**config.mk**
```make
export PLATFORM = sky130hd
export DESIGN_NAME = dualrate_spi_wr
export DESIGN_NICKNAME = d
export VERILOG_FILES = /design/src/rtl/drspi_pkg.sv /design/src/rtl/drspi_tick.sv /design/src/rtl/drspi_shifter.sv /design/src/rtl/drspi_select.sv /design/src/rtl/dualrate_spi_wr.sv
export SDC_FILE = /design/constraint.sdc
export NUM_CORES = 1
export LEC_CHECK = 0
export BUFFER_PORTS_ARGS = -buffer_cell sky130_fd_sc_hd__buf_4
export CORE_MARGIN = 2
export CORE_UTILIZATION = 40
export CTS_CLUSTER_SIZE = 20
export DETAILED_ROUTE_END_ITERATION = 10
export SKIP_LAST_GASP = 1
export SLEW_MARGIN = 20
export SYNTH_ARGS = -nofsm -noshare
export SYNTH_HDL_FRONTEND = slang
export SYNTH_SLANG_ARGS = --single-unit
```
**constraint.sdc**
```tcl
create_clock -name clk -period 4.7 [get_ports clk]
set_input_delay 0.47 -clock clk [delete_from_list [all_inputs] [get_ports clk]]
set_output_delay 0.47 -clock clk [all_outputs]
set_load 0.1 [all_outputs]
```
**src/rtl/drspi_pkg.sv**
```systemverilog
package drspi_pkg;
  localparam int BYTE_W = 8;
  localparam int SYM_W  = $clog2(BYTE_W);
  localparam int FAST_SYMS = BYTE_W / 2;

  typedef enum logic [1:0] {
    PH_IDLE = 2'd0,
    PH_LOW  = 2'd1,
    PH_HIGH = 2'd2
  } phase_e;

  localparam logic [1:0] DEV_FAST_CAPABLE = 2'd1;
  localparam logic [1:0] DEV_ALT_SELECT   = 2'd2;
endpackage

```
**src/rtl/drspi_tick.sv**
```systemverilog
module drspi_tick #(
  parameter int CLK_DIV = 4
) (
  input  logic clk,
  input  logic rst_n,
  input  logic run,
  output logic tick
);
  localparam int CW = (CLK_DIV > 1) ? $clog2(CLK_DIV) : 1;

  generate
    if (CLK_DIV <= 1) begin : g_direct
      logic unused_ok;
      assign unused_ok = clk ^ rst_n;
      assign tick = run;
    end else begin : g_count
      logic [CW-1:0] cnt_q;
      assign tick = run && (cnt_q == CW'(CLK_DIV - 1));
      always_ff @(posedge clk or negedge rst_n) begin
        if (!rst_n)          cnt_q <= '0;
        else if (!run || tick) cnt_q <= '0;
        else                 cnt_q <= cnt_q + 1'b1;
      end

      assert_phase_len_R4: assert property (@(posedge clk) disable iff (!rst_n)
        !run |=> (cnt_q == '0));
    end
  endgenerate
endmodule

```
**src/rtl/drspi_shifter.sv**
```systemverilog
module drspi_shifter
  import drspi_pkg::*;
(
  input  logic              clk,
  input  logic              rst_n,
  input  logic              load,
  input  logic [BYTE_W-1:0] load_data,
  input  logic              load_fast,
  input  logic              sample,
  input  logic              step,
  input  logic              done,
  input  logic              di,
  output logic              do_bit,
  output logic              cs2_bit,
  output logic              sym_last,
  output logic [BYTE_W-1:0] rx_byte
);
  logic [BYTE_W-1:0] tx_q;
  logic [BYTE_W-1:0] rx_q;
  logic [SYM_W-1:0]  sym_q;
  logic              fast_q;

  assign sym_last = fast_q ? (sym_q == SYM_W'(FAST_SYMS - 1))
                           : (sym_q == SYM_W'(BYTE_W - 1));
  assign do_bit  = tx_q[BYTE_W-1];
  assign cs2_bit = fast_q & tx_q[BYTE_W-2];
  assign rx_byte = rx_q;

  always_ff @(posedge clk or negedge rst_n) begin
    if (!rst_n) begin
      tx_q   <= '0;
      sym_q  <= '0;
      fast_q <= 1'b0;
    end else if (load) begin
      tx_q   <= load_data;
      sym_q  <= '0;
      fast_q <= load_fast;
    end else if (done) begin
      tx_q   <= '0;
      sym_q  <= '0;
      fast_q <= 1'b0;
    end else if (step) begin
      tx_q   <= fast_q ? {tx_q[BYTE_W-3:0], 2'b00} : {tx_q[BYTE_W-2:0], 1'b0};
      sym_q  <= sym_q + 1'b1;
    end
  end

  always_ff @(posedge clk or negedge rst_n) begin
    if (!rst_n)      rx_q <= '0;
    else if (load)   rx_q <= '0;
    else if (sample) rx_q <= {rx_q[BYTE_W-2:0], di};
  end

  assert_fast_sym_bound_R2: assert property (@(posedge clk) disable iff (!rst_n)
    fast_q |-> (sym_q < SYM_W'(FAST_SYMS)));
  assert_idle_data_low_R1: assert property (@(posedge clk) disable iff (!rst_n)
    done |=> (!do_bit && !cs2_bit));
endmodule

```
**src/rtl/drspi_select.sv**
```systemverilog
module drspi_select
  import drspi_pkg::*;
(
  input  logic       clk,
  input  logic       rst_n,
  input  logic       load,
  input  logic [1:0] dev,
  input  logic       last,
  input  logic       done,
  output logic       cs0_n,
  output logic       cs1_n
);
  logic cs0_q, cs1_q, last_q;

  always_ff @(posedge clk or negedge rst_n) begin
    if (!rst_n) begin
      cs0_q  <= 1'b1;
      cs1_q  <= 1'b1;
      last_q <= 1'b0;
    end else if (load) begin
      cs0_q  <= (dev == DEV_ALT_SELECT);
      cs1_q  <= (dev != DEV_ALT_SELECT);
      last_q <= last;
    end else if (done && last_q) begin
      cs0_q  <= 1'b1;
      cs1_q  <= 1'b1;
      last_q <= 1'b0;
    end
  end

  assign cs0_n = cs0_q;
  assign cs1_n = cs1_q;

  assert_one_select_R6: assert property (@(posedge clk) disable iff (!rst_n)
    !(!cs0_q && !cs1_q));
endmodule

```
**src/rtl/dualrate_spi_wr.sv**
```systemverilog
module dualrate_spi_wr
  import drspi_pkg::*;
#(
  parameter int CLK_DIV = 4
) (
  input  logic       clk,
  input  logic       rst_n,
  input  logic       in_valid,
  output logic       in_ready,
  input  logic [7:0] in_data,
  input  logic       in_tx_en,
  input  logic [1:0] in_dev,
  input  logic       in_fast,
  input  logic       in_last,
  output logic       rd_valid,
  input  logic       rd_ready,
  output logic [7:0] rd_data,
  output logic       spi_sclk,
  output logic       spi_do,
  input  logic       spi_di,
  output logic       spi_cs0_n,
  output logic       spi_cs1_n,
  output logic       spi_cs2
);
  phase_e      state_q;
  logic        tick, accept, to_high, to_low, sym_last, byte_done, sym_step;
  logic        sclk_q, rd_valid_q;
  logic [7:0]  rd_data_q, rx_byte;
  logic [7:0]  tx_word;
  logic        use_fast;

  assign in_ready  = (state_q == PH_IDLE) && (!rd_valid_q || rd_ready);
  assign accept    = in_valid && in_ready;
  assign to_high   = (state_q == PH_LOW)  && tick;
  assign to_low    = (state_q == PH_HIGH) && tick;
  assign byte_done = to_low && sym_last;
  assign sym_step  = to_low && !sym_last;
  assign tx_word   = in_tx_en ? in_data : 8'h00;
  assign use_fast  = in_fast && (in_dev == DEV_FAST_CAPABLE);

  always_ff @(posedge clk or negedge rst_n) begin
    if (!rst_n) state_q <= PH_IDLE;
    else begin
      case (state_q)
        PH_IDLE: if (accept)  state_q <= PH_LOW;
        PH_LOW:  if (to_high) state_q <= PH_HIGH;
        PH_HIGH: if (to_low)  state_q <= sym_last ? PH_IDLE : PH_LOW;
        default: state_q <= PH_IDLE;
      endcase
    end
  end

  always_ff @(posedge clk or negedge rst_n) begin
    if (!rst_n)       sclk_q <= 1'b0;
    else if (to_high) sclk_q <= 1'b1;
    else if (to_low)  sclk_q <= 1'b0;
  end

  always_ff @(posedge clk or negedge rst_n) begin
    if (!rst_n) begin
      rd_valid_q <= 1'b0;
      rd_data_q  <= '0;
    end else if (byte_done) begin
      rd_valid_q <= 1'b1;
      rd_data_q  <= rx_byte;
    end else if (rd_ready) begin
      rd_valid_q <= 1'b0;
    end
  end

  drspi_tick #(.CLK_DIV(CLK_DIV)) u_tick (
    .clk  (clk),
    .rst_n(rst_n),
    .run  (state_q != PH_IDLE),
    .tick (tick)
  );

  drspi_shifter u_shift (
    .clk      (clk),
    .rst_n    (rst_n),
    .load     (accept),
    .load_data(tx_word),
    .load_fast(use_fast),
    .sample   (to_high),
    .step     (sym_step),
    .done     (byte_done),
    .di       (spi_di),
    .do_bit   (spi_do),
    .cs2_bit  (spi_cs2),
    .sym_last (sym_last),
    .rx_byte  (rx_byte)
  );

  drspi_select u_sel (
    .clk  (clk),
    .rst_n(rst_n),
    .load (accept),
    .dev  (in_dev),
    .last (in_last),
    .done (byte_done),
    .cs0_n(spi_cs0_n),
    .cs1_n(spi_cs1_n)
  );

  assign spi_sclk = sclk_q;
  assign rd_valid = rd_valid_q;
  assign rd_data  = rd_data_q;

  assert_hold_while_high_R4: assert property (@(posedge clk) disable iff (!rst_n)
    (state_q == PH_HIGH) |-> ($stable(spi_do) && $stable(spi_cs2) &&
                              $stable(spi_cs0_n) && $stable(spi_cs1_n)));
  assert_idle_sclk_low_R10: assert property (@(posedge clk) disable iff (!rst_n)
    (state_q == PH_IDLE) |-> !spi_sclk);
  assert_busy_blocks_R9: assert property (@(posedge clk) disable iff (!rst_n)
    accept |=> !in_ready);
  assert_result_held_R9: assert property (@(posedge clk) disable iff (!rst_n)
    (rd_valid && !rd_ready) |=> (rd_valid && $stable(rd_data)));
endmodule

```
; ---- Word-level counts from Yosys, hierarchy flattened
; Cells that the tools add are included.
[totals]
output_inout_bits = 15
input_bits = 18
word_cells = 77
regBits = 37
[op_classes]
mux = 28
n_reduce_logical = 23
bitwise_logic = 1
n_eq_ne = 11
addsub = 2
[ops]
columns = op, n
row1 = $mux 8, 7
row2 = $mux 1, 13
row3 = $reduce_bool 2->1, 6
row4 = $logic_and 1x1->1, 9
row5 = $mux 3, 3
row6 = $mux 2, 4
row7 = $ne 2x2->1 const B, 4
row8 = $eq 2x2->1 const B, 3
row9 = $pmux 2 s3, 1
row10 = $eq 2x1->1 const B, 2
row11 = $add 3x1->3 const B, 1
row12 = $eq 3x2->1 const B, 1
row13 = $eq 3x3->1 const B, 1
row14 = $logic_not 1->1, 3
row15 = $reduce_and 3->1, 1
row16 = $reduce_bool 3->1, 1
row17 = $add 2x1->2 const B, 1
row18 = $logic_not 2->1, 1
row19 = $logic_or 1x1->1, 2
row20 = $and 1x1->1, 1

; ---- Longest topological paths before layout
; Gate-level depths: netlist (run 1).
[logic_depth]
ltp_word = 7
depth_mapped = 7

; ---- Cells and area by module
; A second synthesis (run 1) with hierarchy kept.
[unflattened]
cells_unflattened = 157
hier_area_um2 = 1834.3
[modules_own_cells]
columns = module, cells_each, area_each_um2, instances
row1 = drspi_shifter, 88, 1024.7, 1
row2 = dualrate_spi_wr, 51, 589.3, 1
row3 = drspi_select, 12, 128.9, 1
row4 = drspi_tick, 6, 91.3, 1

; ---- Least setup slack after synthesis (run 1)
; No wires, ideal clock.
[synth_path]
kind = flip-flop to output port
start = register rd_valid_q, in the netlist rd_valid
end = output port in_ready
path_stages_with_launch = 3
t_arrival_ps = 3068
slack_ps = 1162
cell_sequence = dfrtp_1 -> nor2b_1 -> nor3_1
[synth_via]
elab_chain_cells = 3
[synth_lines]
columns = element, line_no
row1 = "start, declared", dualrate_spi_wr.sv:27  ; logic sclk_q, rd_valid_q;
row2 = "start signal, assigned", dualrate_spi_wr.sv:61  ; rd_valid_q <= 1'b0;
row3 = "start signal, assigned", dualrate_spi_wr.sv:64  ; rd_valid_q <= 1'b1;
row4 = "start signal, assigned", dualrate_spi_wr.sv:67  ; rd_valid_q <= 1'b0;
row5 = $logic_not 1->1, dualrate_spi_wr.sv:32  ; assign in_ready = (state_q == PH_IDLE) && (!rd_valid_q || rd_ready);
row6 = $logic_or 1x1->1, dualrate_spi_wr.sv:32
row7 = $logic_and 1x1->1, dualrate_spi_wr.sv:32
row8 = "end, declared", dualrate_spi_wr.sv:9  ; output logic in_ready,
; Every way passes these cells.

; ---- Worst setup path in the final report (run 1)
[layout_path]
start = register u_shift.fast_q
end = output port spi_cs2
[layout_via]
elab_chain_cells = 1
[layout_lines]
columns = element, line_no
row1 = "start, declared", drspi_shifter.sv:21  ; logic fast_q;
row2 = "start signal, assigned", drspi_shifter.sv:37  ; fast_q <= load_fast;
row3 = $and 1x1->1, drspi_shifter.sv:26  ; assign cs2_bit = fast_q & tx_q[BYTE_W-2];
row4 = "end, declared", dualrate_spi_wr.sv:23  ; output logic spi_cs2
; Every way passes these cells.

==> flow_summary_export.csv, run 1 <==
group,metric,value,unit
run_status,outcome,"finished clean",
power,ir_drop,0.2458,mV
routing,remaining_drc_errors,0,
power,p_per_area,601.5,nW/um^2
worst_setup_path,path_max_fanout,10,
cts,numCtsBuffers,5,
synth,ys_types,37,
synth,synth_edf_count,0,
cts,cts_hold_buffers,0,
cts,root_buffer,"clkbuf_8",
worst_setup_path,critPathMaxStageDelay,0.62,ns
worst_setup_path,crit_slowest_cell,"dfrtp_1",
floorplan,die-width,69.99,um
timing,setup_tns,0,ns
routing,highest_layer,"met4",
floorplan,core_area,4086,sq um
layout,regArea,928.4,sq um
timing,hold_viol,0,
cts,clk_pin_slew,0.07,ns
routing,drtPass1Iterations,4,
floorplan,die_h,69.99,um
cts,cts_setup_buffers,0,
synth,synth_nets,182,
layout,multiInputGateArea,730.7,sq um
worst_setup_path,crit_type,"flip-flop to output pin",
layout,final_common_cell,"dfrtp_1",
synth,synth_ff_type,"dfrtp_1",
worst_setup_path,arrival,1.38,ns
routing,wl_met2,1739,um
floorplan,dieArea,4898,sq um
synth,synth_seq_cells,37,
global_route,grt_pass1_wl,6196,um
routing,wl_per_cell,14.71,um
routing,wl_met3,178,um
placement,dp_hpwl,2505,um
global_route,antenna_found_initial,0,
synth,synth.area.top_cells,"dfrtp_1, mux2_2, a21oi_1",
flow_run,drv_cap,0,
placement,io_buffers,32,
timing,setup_viol,0,
worst_hold_path,min_path_type,"primary input to asynchronous set/reset pin",
worst_setup_path,required,4.23,ns
floorplan,io_pins,33,
synth,synth.largest_area_cell,"dfrtp_1",
cts,htreeDepth,2,
layout,area_growth,21.84,%
routing,ant_nets,0,
synth,syn_avg_cell_area,10.75,sq um
global_route,grt_max_degree,38,
timing,post-route-min-period,1.854,ns
synth,synth_cells,162,
layout,most-common-layout-cells,"dfrtp_1, buf_4, a21oi_1",
timing,fmax,539.4,MHz
synth,synth_area,1742,sq um
layout,final_core_util,51.93,%
timing,maxSlewHeadroom,58.20,%
synth,seq_area_frac_synth,53.30,%
cts,cts_sinks,37,
timing,worst_pin_slew,0.6236,ns
cts,clkLatencyLatePin,0.29,ns
power,leakage,0.001005,uW
worst_setup_path,path_buf_inv,1,
timing,rsz0062_at_grt,"no",
routing,routed_wl,3575,um
synth,synth_async_sr_flop_share,100.0,%
layout,n_antenna_cell,0,
global_route,grt_overflow_total,0,
floorplan,num_rows,23,
synth,synth_top_cell_area_share,50.29,%
timing,period_share,39.44,%
layout,final_net_count,212,
global_route,grt_pass1_vias,1320,
routing,drt-met1-wl,1607,um
placement,gp_congestion,0.7807,
cts,cts_tree,"built",
synth,yosys_warnings,0,
worst_setup_path,cp-start-kind,"flip-flop",
global_route,grt_usage,16.19,%
timing,report.final.slew_viol_count,0,
timing,holdWs,0.1246,ns
worst_setup_path,crit_chain,"and2_1, buf_4",
cts,ctsResizeCount,0,
worst_setup_path,critical_path.top_delay_family,"flip-flops",
routing,num_vias,1310,
routing,first_iter_violations,80,
worst_setup_path,cp-end-kind,"output pin",
routing,vias_per_cell,5.391,
floorplan,start_util,42.62,%
layout,n_fill_cell,372,
timing,finClkSkew,0.006698,ns
layout,post_route_cells_drive_above_1_share,32.12,%
cts,clockBufferDepth,2,
-- cells in the mapped netlist (3+ instances only) --
library cell / n
nand3_1: 3
mux2_2: 13
dfrtp_1: 35
nand2_1: 22
inv_1: 5
a32oi_1: 7
buf_2: 5
nor2_1: 5
nor3_1: 3
a21oi_1: 25
o21ai_0: 4
-- metal layers --
layer  vias to the layer above  GRT usage, %
met3                         6         5.051
met5                         -             0
met2                        27         26.24
li1                        634             -
met4                         0         7.051
met1                       643         19.87
-- report_power, final --
part | switching (uW) | internal (uW) | total, uW | leakage (uW)
Clock | 109 | 211 | 320 | 0.0000681
Sequential | 71.7 | 399 | 471 | 0.000473
Combinational | 321 | 165 | 486 | 0.000464
-- stage by stage --
step                      setup slack [ns]  std cells  area (sq um)  total power, uW
after floorplan                      1.162        162          1742            863.8
after global placement               2.914        235          1988            949.8
after detailed placement             2.921        235          1988            960.9
after CTS                            2.839        243          2122             1287
after global routing                 2.741        243          2122             1354
final                                2.846        243          2122             1276
-- kinds of logic after synthesis --
family / count (synthesis) / synth area share (%)
and+or+nand+nor: 45 / 13.29
AOI/OAI and AO/OA: 44 / 15.59
DFF: 37 / 53.30
buffers and inverters: 16 / 4.741
muxes: 16 / 10.20
xor gates and xnor gates: 2 / 1.437
adders and majority gates: 2 / 1.437
-- worst paths after layout --
| path | startpoint | to | slack [ns] | depth (start not counted) |
|---|---|---|---|---|
| max in group asynchronous | rst_n | u_sel.cs1_n | 4.23 | 1 |
| worst min-delay path | rst_n | u_shift.tx_q[2] | 0.12 | 1 |
| worst min register to register | u_tick.g_count.cnt_q[0] | u_tick.g_count.cnt_q[0] | 0.44 | 1 |
| min in group clk | in_dev[1] | u_shift.fast_q | 0.37 | 2 |
| worst max register to register | u_shift.fast_q | u_shift.tx_q[4] | 2.88 | 4 |
| worst max-delay path | u_shift.fast_q | spi_cs2 | 2.85 | 2 |
-- layout make-up --
type                    instances  share of cell area [%]
inverters                       7                   1.238
flip-flops and latches         37                   43.75
well taps                      50                   2.948
clock buffers                   5                   3.243
repair buffers                 32                   11.32
clock inverters                 3                   3.066
multi-input cells             109                   34.43
-- registers in the layout, indices dropped and copies added (netlist names), 2 cells and up --
name                  count
u_shift.rx_byte           8
u_shift.tx_q              8
state_q                   2
rd_data                   8
u_shift.sym_q             3
u_tick.g_count.cnt_q      2
Power figures use the tool's default switching activity.
==> inputs of run 2 (changes only) <==
- clock period: 4.7 -> 1.6 ns (I/O delays scaled with it)
==> flow_summary_export.csv, run 2 (same netlist as run 1, synthesis figures left out) <==
group,metric,value,unit
worst_setup_path,critPathMaxStageDelay,0.48,ns
routing,num_vias,1380,
worst_setup_path,path_buf_inv,1,
layout,area_growth,28.52,%
power,leakage,0.001058,uW
cts,root_buffer,"clkbuf_8",
worst_hold_path,min_path_type,"primary input to flip-flop",
routing,wl_met3,198,um
floorplan,start_util,42.62,%
timing,post-route-min-period,1.514,ns
timing,setup_tns,0,ns
placement,gp_congestion,0.8363,
layout,final_core_util,54.78,%
routing,first_iter_violations,69,
routing,routed_wl,4078,um
global_route,grt_usage,16.95,%
placement,pre_cts_ws,0.03248,ns
floorplan,die-width,69.99,um
timing,maxSlewHeadroom,68.92,%
routing,wl_per_cell,15.93,um
cts,numCtsBuffers,5,
global_route,grt_pass1_vias,1418,
flow_run,drv_cap,0,
timing,setup_slack,0.08627,ns
global_route,antenna_found_initial,0,
routing,vias_per_cell,5.391,
routing,drt-met1-wl,1714,um
placement,dp_hpwl,2868,um
power,ir_drop,0.7719,mV
routing,highest_layer,"met4",
worst_setup_path,crit_chain,"nor2b_4, nor3_4, buf_4",
worst_setup_path,cp-start-kind,"flip-flop",
timing,period_share,94.61,%
global_route,grt_pass1_wl,6624,um
floorplan,io_pins,33,
worst_setup_path,critical_path.top_delay_family,"flip-flops",
routing,ant_nets,0,
worst_setup_path,crit_slowest_cell,"dfrtp_4",
routing,wl_met2,2119,um
floorplan,core_area,4086,sq um
cts,cts_sinks,37,
layout,final_net_count,226,
cts,clk_pin_slew,0.07,ns
layout,n_antenna_cell,0,
timing,worst_pin_slew,0.4662,ns
global_route,grt_max_degree,38,
worst_setup_path,arrival,1.35,ns
power,p_per_area,1674,nW/um^2
floorplan,die_h,69.99,um
timing,finClkSkew,0.004201,ns
worst_setup_path,cp-end-kind,"output pin",
layout,post_route_cells_drive_above_1_share,38.35,%
cts,cts_tree,"built",
cts,htreeDepth,2,
floorplan,num_rows,23,
timing,report.final.slew_viol_count,0,
power,total_power,3747,uW
worst_setup_path,path_max_fanout,3,
layout,final_common_cell,"buf_4",
placement,io_buffers,32,
run_status,outcome,"finished clean",
global_route,grt_overflow_total,0,
placement,dpl_cell_area,2086,sq um
timing,setup_viol,0,
layout,most-common-layout-cells,"buf_4, dfrtp_1, a21oi_1",
worst_setup_path,crit_type,"flip-flop to output pin",
routing,remaining_drc_errors,0,
layout,post-route-cell-area,2238,sq um
cts,clkLatencyLatePin,0.28,ns
timing,fmax,660.6,MHz
floorplan,dieArea,4898,sq um
worst_setup_path,required,1.44,ns
cts,clockBufferDepth,2,
routing,drtPass1Iterations,4,
timing,hold_viol,0,
==> run 2: metal layers <==
layer,GRT usage (%),vias up
met5,0,-
met4,3.846,0
met3,5.051,5
met2,29.42,33
met1,20.76,680
li1,-,662
==> run 2: worst reg2reg max path, stage by stage (launching register included) <==
cell and delay [ns]:
dfrtp_1 0.36, ha_1 0.31, inv_2 0.07, o22ai_2 0.24, and2_2 0.29, a21oi_1 0.09
==> run 2: path summary, 6_finish.rpt <==
kind | from | to | slack, ns | cells after the start
setup / recovery | rd_valid | in_ready | 0.09 | 3
setup reg to reg | u_tick.g_count.cnt_q[0] | u_shift.tx_q[4] | 0.11 | 5
hold reg to reg | u_tick.g_count.cnt_q[0] | u_tick.g_count.cnt_q[0] | 0.46 | 1
min in group asynchronous | rst_n | u_shift.tx_q[0] | 0.37 | 2
hold / removal | in_data[0] | u_shift.tx_q[0] | 0.09 | 3
max in group asynchronous | rst_n | rd_valid | 0.87 | 2
==> run 2: final cells by class <==
class / count / area [sq um]
Clock buffer: 5 / 68.82
Clock inverter: 2 / 35.03
Fill cell: 355 / 1848
Inverter: 7 / 26.28
Multi-Input combinational cell: 109 / 753.2
Sequential cell: 37 / 932.1
Tap cell: 50 / 62.56
Timing Repair Buffer: 46 / 360.3
==> run 2: power breakdown <==
group          switching (uW)  internal (uW)  total, uW
Combinational            1040            596       1640
Clock                     307            453        760
Sequential                179           1170       1350
Total                    1530           2220       3750
==> run 2: through the flow <==
stage | hold slack, ns | std cells
after CTS | 0.08806 | 253
final | 0.09087 | 256
after detailed placement | 0.1480 | 245
after floorplan | -0.1356 | 162
after global routing | 0.08685 | 256
after global placement | 0.1458 | 245
==> run 2: what timing repair did <==
| action | 4_1_cts | 5_1_grt |
|---|---|---|
| hold buffers | 1 | 0 |
| resized for setup | 0 | 2 |
| setup endpoints to repair | 0 | 29 |
| setup buffers | 0 | 3 |
| hold endpoints to repair | 35 | 0 |
==> inputs of run 3 (changes only) <==
- clock period: 1.6 -> 1.51 ns (I/O delays scaled with it)
==> flow_summary_export.csv, run 3 (same netlist as run 1, synthesis figures left out) <==
group,metric,value,unit
run_status,outcome,"finished clean",
layout,most-common-layout-cells,"buf_4, dfrtp_1, a21oi_1",
placement,gp_congestion,0.7960,
routing,num_vias,1387,
global_route,grt_max_degree,38,
floorplan,start_util,42.62,%
timing,report.final.slew_viol_count,0,
worst_setup_path,cp-start-kind,"flip-flop",
layout,n_antenna_cell,0,
cts,root_buffer,"clkbuf_8",
placement,pre_cts_ws,0.01420,ns
layout,post-route-cell-area,2286,sq um
placement,dp_hpwl,2764,um
placement,io_buffers,32,
worst_setup_path,crit_chain,"nor2b_4, nor3_4, buf_12",
cts,clkLatencyLatePin,0.29,ns
worst_setup_path,path_max_fanout,3,
global_route,busiest_layer,"met2",
flow_run,drv_cap,0,
layout,area_growth,31.25,%
global_route,gr-usage-met3,5.483,%
global_route,grtUsageMet2,28.57,%
floorplan,core_area,4086,sq um
layout,final_net_count,230,
timing,worst_pin_slew,0.4713,ns
worst_setup_path,crit_slowest_cell,"dfrtp_4",
layout,post_route_cells_drive_above_1_share,40.95,%
worst_setup_path,arrival,1.31,ns
timing,maxSlewHeadroom,68.58,%
layout,n_fill_cell,358,
global_route,grt_pass1_vias,1373,
power,p_per_area,1802,nW/um^2
layout,regArea,934.6,sq um
worst_setup_path,critPathMaxStageDelay,0.48,ns
power,ir_drop,0.7322,mV
cts,cts_tree,"built",
timing,finClkSkew,0.007888,ns
global_route,grt_overflow_total,0,
routing,wl_per_cell,14.56,um
floorplan,num_rows,23,
power,leakage,0.001082,uW
timing,holdWs,0.04760,ns
layout,multiInputGateArea,760.7,sq um
floorplan,io_pins,33,
floorplan,die_h,69.99,um
cts,cts_sinks,37,
placement,dpl_cell_area,2116,sq um
floorplan,die-width,69.99,um
timing,fmax,686.0,MHz
worst_setup_path,cp-end-kind,"output pin",
global_route,antenna_found_initial,0,
timing,setup_viol,0,
cts,clockBufferDepth,2,
cts,numCtsBuffers,5,
layout,final_cells,260,
worst_setup_path,crit_type,"flip-flop to output pin",
floorplan,dieArea,4898,sq um
global_route,use_met1,19.04,%
worst_setup_path,required,1.36,ns
routing,routed_wl,3786,um
routing,vias_per_cell,5.335,
global_route,grt_pass1_wl,6403,um
cts,htreeDepth,2,
timing,hold_viol,0,
routing,ant_nets,0,
worst_hold_path,min_path_type,"primary input to flip-flop",
routing,drtPass1Iterations,4,
timing,period_share,96.53,%
routing,first_iter_violations,60,
cts,clk_pin_slew,0.07,ns
power,total_power,4119,uW
global_route,grt_usage,16.66,%
timing,post-route-min-period,1.458,ns
layout,final_common_cell,"buf_4",
placement,place_inst,249,
timing,setup_slack,0.05237,ns
routing,remaining_drc_errors,0,
[run 3: power by group]
group	internal (uW)	leakage, uW	switching (uW)
Combinational	769	0.000560	1090
Sequential	1250	0.000468	187
Clock	480	0.0000540	342
Total	2500	0.00108	1620
[run 3: path summary, 6_finish.rpt]
kind,cells past startpoint,start,to,slack [ns]
worst max-delay path,3,rd_valid,in_ready,0.05
worst min register to register,1,u_tick.g_count.cnt_q[0],u_tick.g_count.cnt_q[0],0.44
min in group asynchronous,2,rst_n,u_shift.fast_q,0.35
worst min-delay path,2,in_dev[1],u_shift.fast_q,0.05
max in group asynchronous,2,rst_n,state_q[0],0.79
worst max register to register,4,u_shift.sym_q[0],rd_data[0],0.07
[run 3: what timing repair did]
action	CTS	global route
hold endpoints to repair	35	0
hold buffers	1	0
buffers inserted	0	3
setup endpoints to repair	2	19
pin swaps	0	2
resized for setup	2	9
[run 3: layer usage]
| metal | vias up | part of all wire, % |
|---|---|---|
| li1 | 667 | - |
| met1 | 673 | 41 |
| met2 | 38 | 52 |
| met3 | 9 | 6.0 |
| met4 | 0 | 1.6 |
| met5 | - | 0 |
[run 3: stage by stage]
step           util [%]     TNS, ns
5_1_grt           55.94  -0.0004052
6_report          55.94           0
4_1_cts           54.78           0
2_1_floorplan         -     -0.5378
3_3_place_gp      51.78           0
3_5_place_dp      51.78           0
[run 3: worst max-delay path: cells and delay by family, from the launching register on]
kind,cells,cell delay (ns)
buffers and inverters,1,0.20
DFF,1,0.48
and+or+nand+nor,2,0.34
[run 3: cell type report]
type / count / area share, %
Sequential cell: 37 / 40.89
Clock inverter: 2 / 1.533
Multi-Input combinational cell: 109 / 33.28
Timing Repair Buffer: 50 / 17.41
Tap cell: 50 / 2.737
Clock buffer: 5 / 3.010
Inverter: 7 / 1.149
